File: src/rtl/ddrRxPkg.sv
package ddrRxPkg;

  localparam int CRC_W = 16;
  localparam logic [CRC_W-1:0] CRC_POLY = 16'h1021;

  typedef enum logic [1:0] {
    ST_IDLE,
    ST_DATA,
    ST_CRC,
    ST_END
  } rxState_t;

  // strobes from control to datapath
  typedef struct packed {
    logic clear;   // hold CRC registers at zero
    logic feed;    // advance CRC registers by one bit per edge
    logic capHi;   // store high nibbles (narrow mode)
    logic emit;    // produce a byte pair
    logic check;   // evaluate the end bit and CRC residues
    logic wide8;   // latched width of the current block
  } rxStb_t;

  function automatic logic [CRC_W-1:0] crcStep(input logic [CRC_W-1:0] c, input logic b);
    logic fb;
    fb = c[CRC_W-1] ^ b;
    return {c[CRC_W-2:0], 1'b0} ^ (fb ? CRC_POLY : '0);
  endfunction

endpackage

File: src/rtl/ddrRxCtl.sv
module ddrRxCtl
  import ddrRxPkg::*;
#(
  parameter int BLOCK_BYTES = 512
) (
  input  logic   clk,
  input  logic   rstN,
  input  logic   startSeen,
  input  logic   wideSel,
  output rxStb_t stb
);

  localparam int PAIRS = BLOCK_BYTES / 2;
  localparam int CNT_W = $clog2(BLOCK_BYTES);

  rxState_t   state;
  logic [CNT_W-1:0] cnt;
  logic       modeWide;
  logic       dataLast;
  logic       crcLast;

  assign dataLast = modeWide ? (cnt == CNT_W'(PAIRS - 1)) : (cnt == CNT_W'(BLOCK_BYTES - 1));
  assign crcLast  = (cnt == CNT_W'(CRC_W - 1));

  always_ff @(posedge clk or negedge rstN) begin
    if (!rstN) begin
      state    <= ST_IDLE;
      cnt      <= '0;
      modeWide <= 1'b1;
    end else begin
      unique case (state)
        ST_IDLE: begin
          cnt <= '0;
          if (startSeen) begin
            state    <= ST_DATA;
            modeWide <= wideSel;
          end
        end
        ST_DATA: begin
          if (dataLast) begin
            cnt   <= '0;
            state <= ST_CRC;
          end else begin
            cnt <= cnt + 1'b1;
          end
        end
        ST_CRC: begin
          if (crcLast) begin
            cnt   <= '0;
            state <= ST_END;
          end else begin
            cnt <= cnt + 1'b1;
          end
        end
        ST_END: state <= ST_IDLE;
        default: state <= ST_IDLE;
      endcase
    end
  end

  always_comb begin
    stb       = '0;
    stb.wide8 = modeWide;
    stb.clear = (state == ST_IDLE);
    stb.feed  = (state == ST_DATA) || (state == ST_CRC);
    stb.capHi = (state == ST_DATA) && !modeWide && !cnt[0];
    stb.emit  = (state == ST_DATA) && (modeWide || cnt[0]);
    stb.check = (state == ST_END);
  end

  AST_IDLE_QUIET: assert property (@(posedge clk) disable iff (!rstN)
    (state == ST_IDLE) |-> !(stb.emit || stb.feed || stb.check));

  AST_STROBE_EXCL: assert property (@(posedge clk) disable iff (!rstN)
    $onehot0({stb.capHi, stb.emit, stb.check}));

  AST_MODE_HELD: assert property (@(posedge clk) disable iff (!rstN)
    (state != ST_IDLE && $past(state) != ST_IDLE) |-> $stable(modeWide));

  AST_BACK_TO_IDLE: assert property (@(posedge clk) disable iff (!rstN)
    stb.check |=> (state == ST_IDLE));

endmodule

File: src/rtl/ddrRxPath.sv
module ddrRxPath
  import ddrRxPkg::*;
#(
  parameter int LINES       = 8,
  parameter int BLOCK_BYTES = 512
) (
  input  logic               clk,
  input  logic               rstN,
  input  logic [LINES-1:0]   datIn,
  input  rxStb_t             stb,
  output logic               startSeen,
  output logic [2*LINES-1:0] outPair,
  output logic               outValid,
  output logic               blockDone,
  output logic               crcErr
);

  localparam int NARROW = LINES / 2;
  localparam int PAIRS  = BLOCK_BYTES / 2;
  localparam int PCNT_W = $clog2(PAIRS + 1);

  logic [LINES-1:0]  riseReg, fallReg;
  logic [LINES-1:0]  residRise, residFall;
  logic [LINES-1:0]  activeMask;
  logic [NARROW-1:0] hiRise, hiFall;
  logic [LINES-1:0]  oddByte, evenByte;
  logic              blockBad;

  // rising-edge sample, paired with the falling-edge sample that follows it
  always_ff @(posedge clk or negedge rstN) begin
    if (!rstN) riseReg <= '1;
    else       riseReg <= datIn;
  end

  always_ff @(negedge clk or negedge rstN) begin
    if (!rstN) fallReg <= '1;
    else       fallReg <= datIn;
  end

  assign startSeen = ~riseReg[0];

  for (genvar l = 0; l < LINES; l++) begin : g_line
    logic [CRC_W-1:0] crcRise, crcFall;
    always_ff @(posedge clk or negedge rstN) begin
      if (!rstN) begin
        crcRise <= '0;
        crcFall <= '0;
      end else if (stb.clear) begin
        crcRise <= '0;
        crcFall <= '0;
      end else if (stb.feed) begin
        crcRise <= crcStep(crcRise, riseReg[l]);
        crcFall <= crcStep(crcFall, fallReg[l]);
      end
    end
    assign residRise[l] = |crcRise;
    assign residFall[l] = |crcFall;
  end

  assign activeMask = stb.wide8 ? '1 : {{(LINES-NARROW){1'b0}}, {NARROW{1'b1}}};
  assign blockBad   = (|((residRise | residFall) & activeMask)) | (|(~riseReg & activeMask));

  always_ff @(posedge clk or negedge rstN) begin
    if (!rstN) begin
      hiRise <= '0;
      hiFall <= '0;
    end else if (stb.capHi) begin
      hiRise <= riseReg[NARROW-1:0];
      hiFall <= fallReg[NARROW-1:0];
    end
  end

  assign oddByte  = stb.wide8 ? riseReg : {hiRise, riseReg[NARROW-1:0]};
  assign evenByte = stb.wide8 ? fallReg : {hiFall, fallReg[NARROW-1:0]};

  always_ff @(posedge clk or negedge rstN) begin
    if (!rstN) begin
      outPair   <= '0;
      outValid  <= 1'b0;
      blockDone <= 1'b0;
      crcErr    <= 1'b0;
    end else begin
      outValid  <= stb.emit;
      blockDone <= stb.check;
      if (stb.emit)  outPair <= {evenByte, oddByte};
      if (stb.check) crcErr  <= blockBad;
    end
  end

  // pair counter kept only for the checks below
  logic [PCNT_W-1:0] emitCnt;
  always_ff @(posedge clk or negedge rstN) begin
    if (!rstN)          emitCnt <= '0;
    else if (stb.clear) emitCnt <= '0;
    else if (stb.emit)  emitCnt <= emitCnt + 1'b1;
  end

  AST_PAIR_TOTAL: assert property (@(posedge clk) disable iff (!rstN)
    stb.check |-> (emitCnt == PCNT_W'(PAIRS)));

  AST_EMIT_VALID: assert property (@(posedge clk) disable iff (!rstN)
    stb.emit |=> outValid);

  AST_DONE_PULSE: assert property (@(posedge clk) disable iff (!rstN)
    blockDone |=> !blockDone);

  AST_ERR_HELD: assert property (@(posedge clk) disable iff (!rstN)
    !blockDone |-> $stable(crcErr));

endmodule

File: src/rtl/ddrBlockRx.sv
module ddrBlockRx
  import ddrRxPkg::*;
#(
  parameter int LINES       = 8,
  parameter int BLOCK_BYTES = 512
) (
  input  logic               clk,
  input  logic               rstN,
  input  logic [LINES-1:0]   datIn,
  input  logic               wideSel,
  output logic [2*LINES-1:0] outPair,
  output logic               outValid,
  output logic               blockDone,
  output logic               crcErr
);

  rxStb_t stb;
  logic   startSeen;

  ddrRxCtl #(.BLOCK_BYTES(BLOCK_BYTES)) u_ctl (
    .clk       (clk),
    .rstN      (rstN),
    .startSeen (startSeen),
    .wideSel   (wideSel),
    .stb       (stb)
  );

  ddrRxPath #(.LINES(LINES), .BLOCK_BYTES(BLOCK_BYTES)) u_path (
    .clk       (clk),
    .rstN      (rstN),
    .datIn     (datIn),
    .stb       (stb),
    .startSeen (startSeen),
    .outPair   (outPair),
    .outValid  (outValid),
    .blockDone (blockDone),
    .crcErr    (crcErr)
  );

endmodule

File: config.mk
export PLATFORM = sky130hd
export DESIGN_NAME = ddrBlockRx
export DESIGN_NICKNAME = d
export VERILOG_FILES = /design/src/rtl/ddrRxPkg.sv /design/src/rtl/ddrRxCtl.sv /design/src/rtl/ddrRxPath.sv /design/src/rtl/ddrBlockRx.sv
export SDC_FILE = /design/constraint.sdc
export NUM_CORES = 1
export LEC_CHECK = 0
export CAP_MARGIN = 5
export CORE_UTILIZATION = 38
export DETAILED_ROUTE_END_ITERATION = 7
export SYNTH_ARGS = -nofsm -noshare
export SYNTH_HDL_FRONTEND = slang
export SYNTH_SLANG_ARGS = --single-unit
File: constraint.sdc
create_clock -name clk -period 2.3 [get_ports clk]
set_input_delay 0.46 -clock clk [delete_from_list [all_inputs] [get_ports clk]]
set_output_delay 0.46 -clock clk [all_outputs]
set_load 0.01 [all_outputs]
; ---- Word level (Yosys, flattened, before mapping)
; Index checks and enable logic that the tools add are counted.
[op_classes]
add_sub_neg = 1
multipliers = 0
div = 0
n_lt_le_gt_ge = 0
eq_ne = 9
shifts = 0
mux = 59
bitwise_logic = 38
n_reduce_logical = 30
[ops]
columns = op, count
row1 = two-way mux 16 bit, 32
row2 = OR reduction 16 bit, 16
row3 = bitwise XOR 16 bit, 16
row4 = two-way mux 13 bit, 16
row5 = one-hot mux 9 bit (3 select lines), 1
row6 = two-way mux 8 bit, 3
row7 = two-way mux 9 bit, 2
row8 = bitwise AND 8 bit, 2
row9 = OR reduction 8 bit, 2
row10 = bitwise XOR 1 bit, 16
row11 = "adder 9 x 1 -> 9 bit, second input constant", 1
row12 = "equality test 9 x 4 -> 1 bit, second input constant", 1
row13 = "equality test 9 x 8 -> 1 bit, second input constant", 1
row14 = "equality test 9 bit, second input constant", 1
row15 = inverter 8 bit, 1
row16 = OR 8 bit, 1
row17 = one-hot mux 2 bit (4 select lines), 1
row18 = two-way mux 2 bit, 3
row19 = "equality test 2 bit, second input constant", 2
row20 = "!= test 2 x 1 -> 1 bit, second input constant", 2
row21 = logical AND 1 bit, 3
row22 = AND reduction 3 bit, 1
row23 = nonzero test 3 bit, 1
row24 = "equality test 2 x 1 -> 1 bit, second input constant", 1
row25 = 9 further kinds, 11
[totals]
ff_bits = 311
latch_bits = 0
ram_bits = 0
mem_bits_ro = 0
input_bits = 11
out_inout_bits = 19
elab_cells = 164
mem_count = 0

; ---- Logic depth before layout (Yosys ltp)
[depth]
ltp_word = 5
mapped_depth = 6
ltp_nobuf = 6

; ---- Hierarchy
; Synthesis repeated with hierarchy kept, for this count alone.
[hier_totals]
cells_unflattened = 1146
area_unflattened_um2 = 13410.4
[modules_own_cells]
columns = mod, instances, cells_each, area_per_inst_um2, seq_area_each_um2
row1 = ddrRxPath, 1, 1057, 12619.6, 7502.2
row2 = ddrRxCtl, 1, 89, 790.8, 301.5

==> out/results.ini <==
[outcome]
status=complete, but fails checks
violations=setup timing

[yosys]
yosysTopAreaCellShare=0.546
synth-edff-count=0
synth_seq_cells=311
synth_fp_nets=1358
yosysMostFrequentCell=dfrtp_1
ys_warn_count=0
synth_top_flop_cell=dfrtp_1
syn_area_sq_um=13500
async_flop_share=1.00
syn_avg_cell_area_sq_um=10.1
synth.area.top_cells=dfrtp_1 (55%), nand2b_1 (9.7%), o21ai_0 (9.2%)
yosys-top-cells-count=dfrtp_1 (294), nand2_1 (253), o21ai_0 (247)
synth.distinct_cells=41
syn_inst=1341
synth_largest_area_cell=dfrtp_1
ys_seq_area_frac=0.579

[critical_path]
ff2ff_setup_slack_ps=-50
required_ps=2670
worst_setup_path_start_kind=flip-flop
cp_data_arrival_time_ps=2720
worstSetupPathType=flip-flop to flip-flop
reg2reg_depth=3
rr_startpoint=u_path.fallReg[0]$_DFF_NN1_
reg2reg_to=u_path.g_line[0].crcFall[5]$_DFFE_PN0P_
crit_path_end_kind=flip-flop
worstPathMaxFanout=3
crit_start=u_path.fallReg[0]$_DFF_NN1_

[global_route]
antenna_found_initial=0
grt_pass1_wl_mm=49.8
grt_pass1_vias=9216
grt_use_total=0.170
grt.overflow.total=0
grt_max_degree=177

[timing]
worst_slack_ps=-49.5
finalHoldViolCount=0
setup_viol=18
slew_headroom=0.341
rsz0062_at_grt=true
tightestPinTransition_ps=988
slew_violations=0
finClkSkew_ps=82.1
tns_ps=-544
hold_ws_ps=392

[cts]
cts_sinks=311
clockBufferDepth=3
cts_tree=built
cts_root_buf=clkbuf_16
clk_latency_ps=560
numCtsBuffers=34
h-tree-depth=2
cts.clk_slew.worst_paths_ps=60

[hold_path]
hold-path-endpoint=u_path.riseReg[0]$_DFF_PN1_
hp-start=datIn[0]
holdPathStages=1
min_path_type=input port to flip-flop

[place]
place.gp.congestion=0.750
port_buffers=29
dpl.hpwl_mm=18.5
place_area_sq_um=14400

[flow_run]
cap_violations=0

[power]
power_per_cell_area_nw_per_um2=1430
vdd_drop_max_uv=1020
power_mw=22.3
static-leakage-power_nw=6.54

[route]
wl_per_cell_um=15.9
drtIter0Drc=689
routed_via_density=5.04
drc=0
via_count=9265
ant_nets=0
first_pass_iters=4
routed_wl_mm=29.3

[floorplanning]
core_sq_um=34700
die_h_um=190
rows=68
dieWidth_um=190
start_util=0.388
dieArea_sq_um=36200
io_pins=30

[layout]
stdcell_area_sq_um=15700
insertedDiodeCount=0
fin_nets=1377
ff_latch_area_sq_um=7800
syn_to_final_growth_pct=16.2
n_fill_cell=3301
multi_input_area_sq_um=5500
drive_gt1_frac=0.101

report_power, final:
part / internal (mW) / switching (mW)
logic: 3.28 / 4.03
registers: 7.56 / 1.86
clock network: 3.39 / 2.22
total: 14.2 / 8.12
per-stage QoR:
stage	util	setup slack, ps	cells
after floorplan	-	27.1	1341
after global placement	0.413	-59.2	1769
after detailed placement	0.413	-84.8	1769
after CTS	0.449	-49.2	1839
after global routing	0.452	-115	1839
final	0.452	-49.5	1839
registers in the layout, summed over array words and instances, names as in the netlist:
| register | count |
|---|---|
| u_path.outPair | 16 |
| u_path.riseReg | 8 |
| u_path.outValid | 1 |
| u_path.crcErr | 1 |
| u_path.g_line.crcFall | 128 |
| u_path.hiRise | 4 |
| u_ctl.state | 2 |
| u_path.blockDone | 1 |
| u_path.g_line.crcRise | 128 |
| u_ctl.modeWide | 1 |
| u_ctl.cnt | 9 |
| u_path.fallReg | 8 |
| u_path.hiFall | 4 |
timing repair:
action                                 in CTS  in global routing
endpoints found under the hold margin      16                  0
gates resized for setup                    11                 13
setup buffers                               2                  0
setup endpoints to repair                  16                 19
pin swaps                                  13                  7
hold buffers                                1                  0
cells in the final DEF, fill, tap and decap left out, drive strengths merged, types with 2 or more instances in the layout:
master         netlist  final
dfrtp              294    294
nand2              253    253
o21ai              248    248
nand2b             209    209
nor4                60     60
clkbuf              82     40
buf                  2     31
clkdlybuf4s50        0     28
a22o                27     27
xnor2               25     25
xor2                24     24
mux2                18     18
nand4               18     18
dfstp               17     17
inv                  8     15
clkinv               0     14
mux2i                9      9
or4                  6      6
nor2                 6      6
ha                   6      6
nor4b                5      5
bufinv               0      5
nand3                4      4
a21oi                3      3
nor3                 3      3
or2                  2      2
o31ai                2      2
cell type report:
type / count / share of cell area
timing repair buffer: 60 / 0.0386
inverter: 7 / 0.00168
tap: 455 / 0.0363
sequential: 311 / 0.498
clock inverter: 28 / 0.0168
clock buffer: 40 / 0.0576
multi-input combinational: 938 / 0.351
routing by layer:
layer  global-route usage  vias to the layer above  share of wire
met5                    0                        -              0
met4               0.0458                        0          0.020
met3               0.0254                       39          0.032
met2                0.249                       91           0.43
met1                0.261                     4566           0.51
li1                     -                     4569              -
how the worst max path moves through the flow:
stage,to,cells past startpoint
after global routing,u_path.g_line[3].crcFall[12]$_DFFE_PN0P_,4
after global placement,u_path.g_line[0].crcFall[5]$_DFFE_PN0P_,3
after floorplan,u_path.g_line[7].crcFall[12]$_DFFE_PN0P_,3
after CTS,u_path.g_line[0].crcFall[5]$_DFFE_PN0P_,3
final,u_path.g_line[0].crcFall[5]$_DFFE_PN0P_,3
after detailed placement,u_path.g_line[0].crcFall[12]$_DFFE_PN0P_,3
critical path, stage by stage (launching register included):
cell and delay, ps:
dfstp_2 590, xor2_4 190, xnor2_1 140, o21ai_1 80
kinds of logic (layout without fill, tap and decap cells):
family,after synthesis,after routing,synth area share
simple gates,571,571,0.220
flops,311,311,0.579
compound gates,285,285,0.117
buf+inv,92,135,0.0258
xor+xnor,49,49,0.0318
mux,27,27,0.0217
fa+ha+maj,6,6,0.00557
Power figures use the tool's default switching activity.
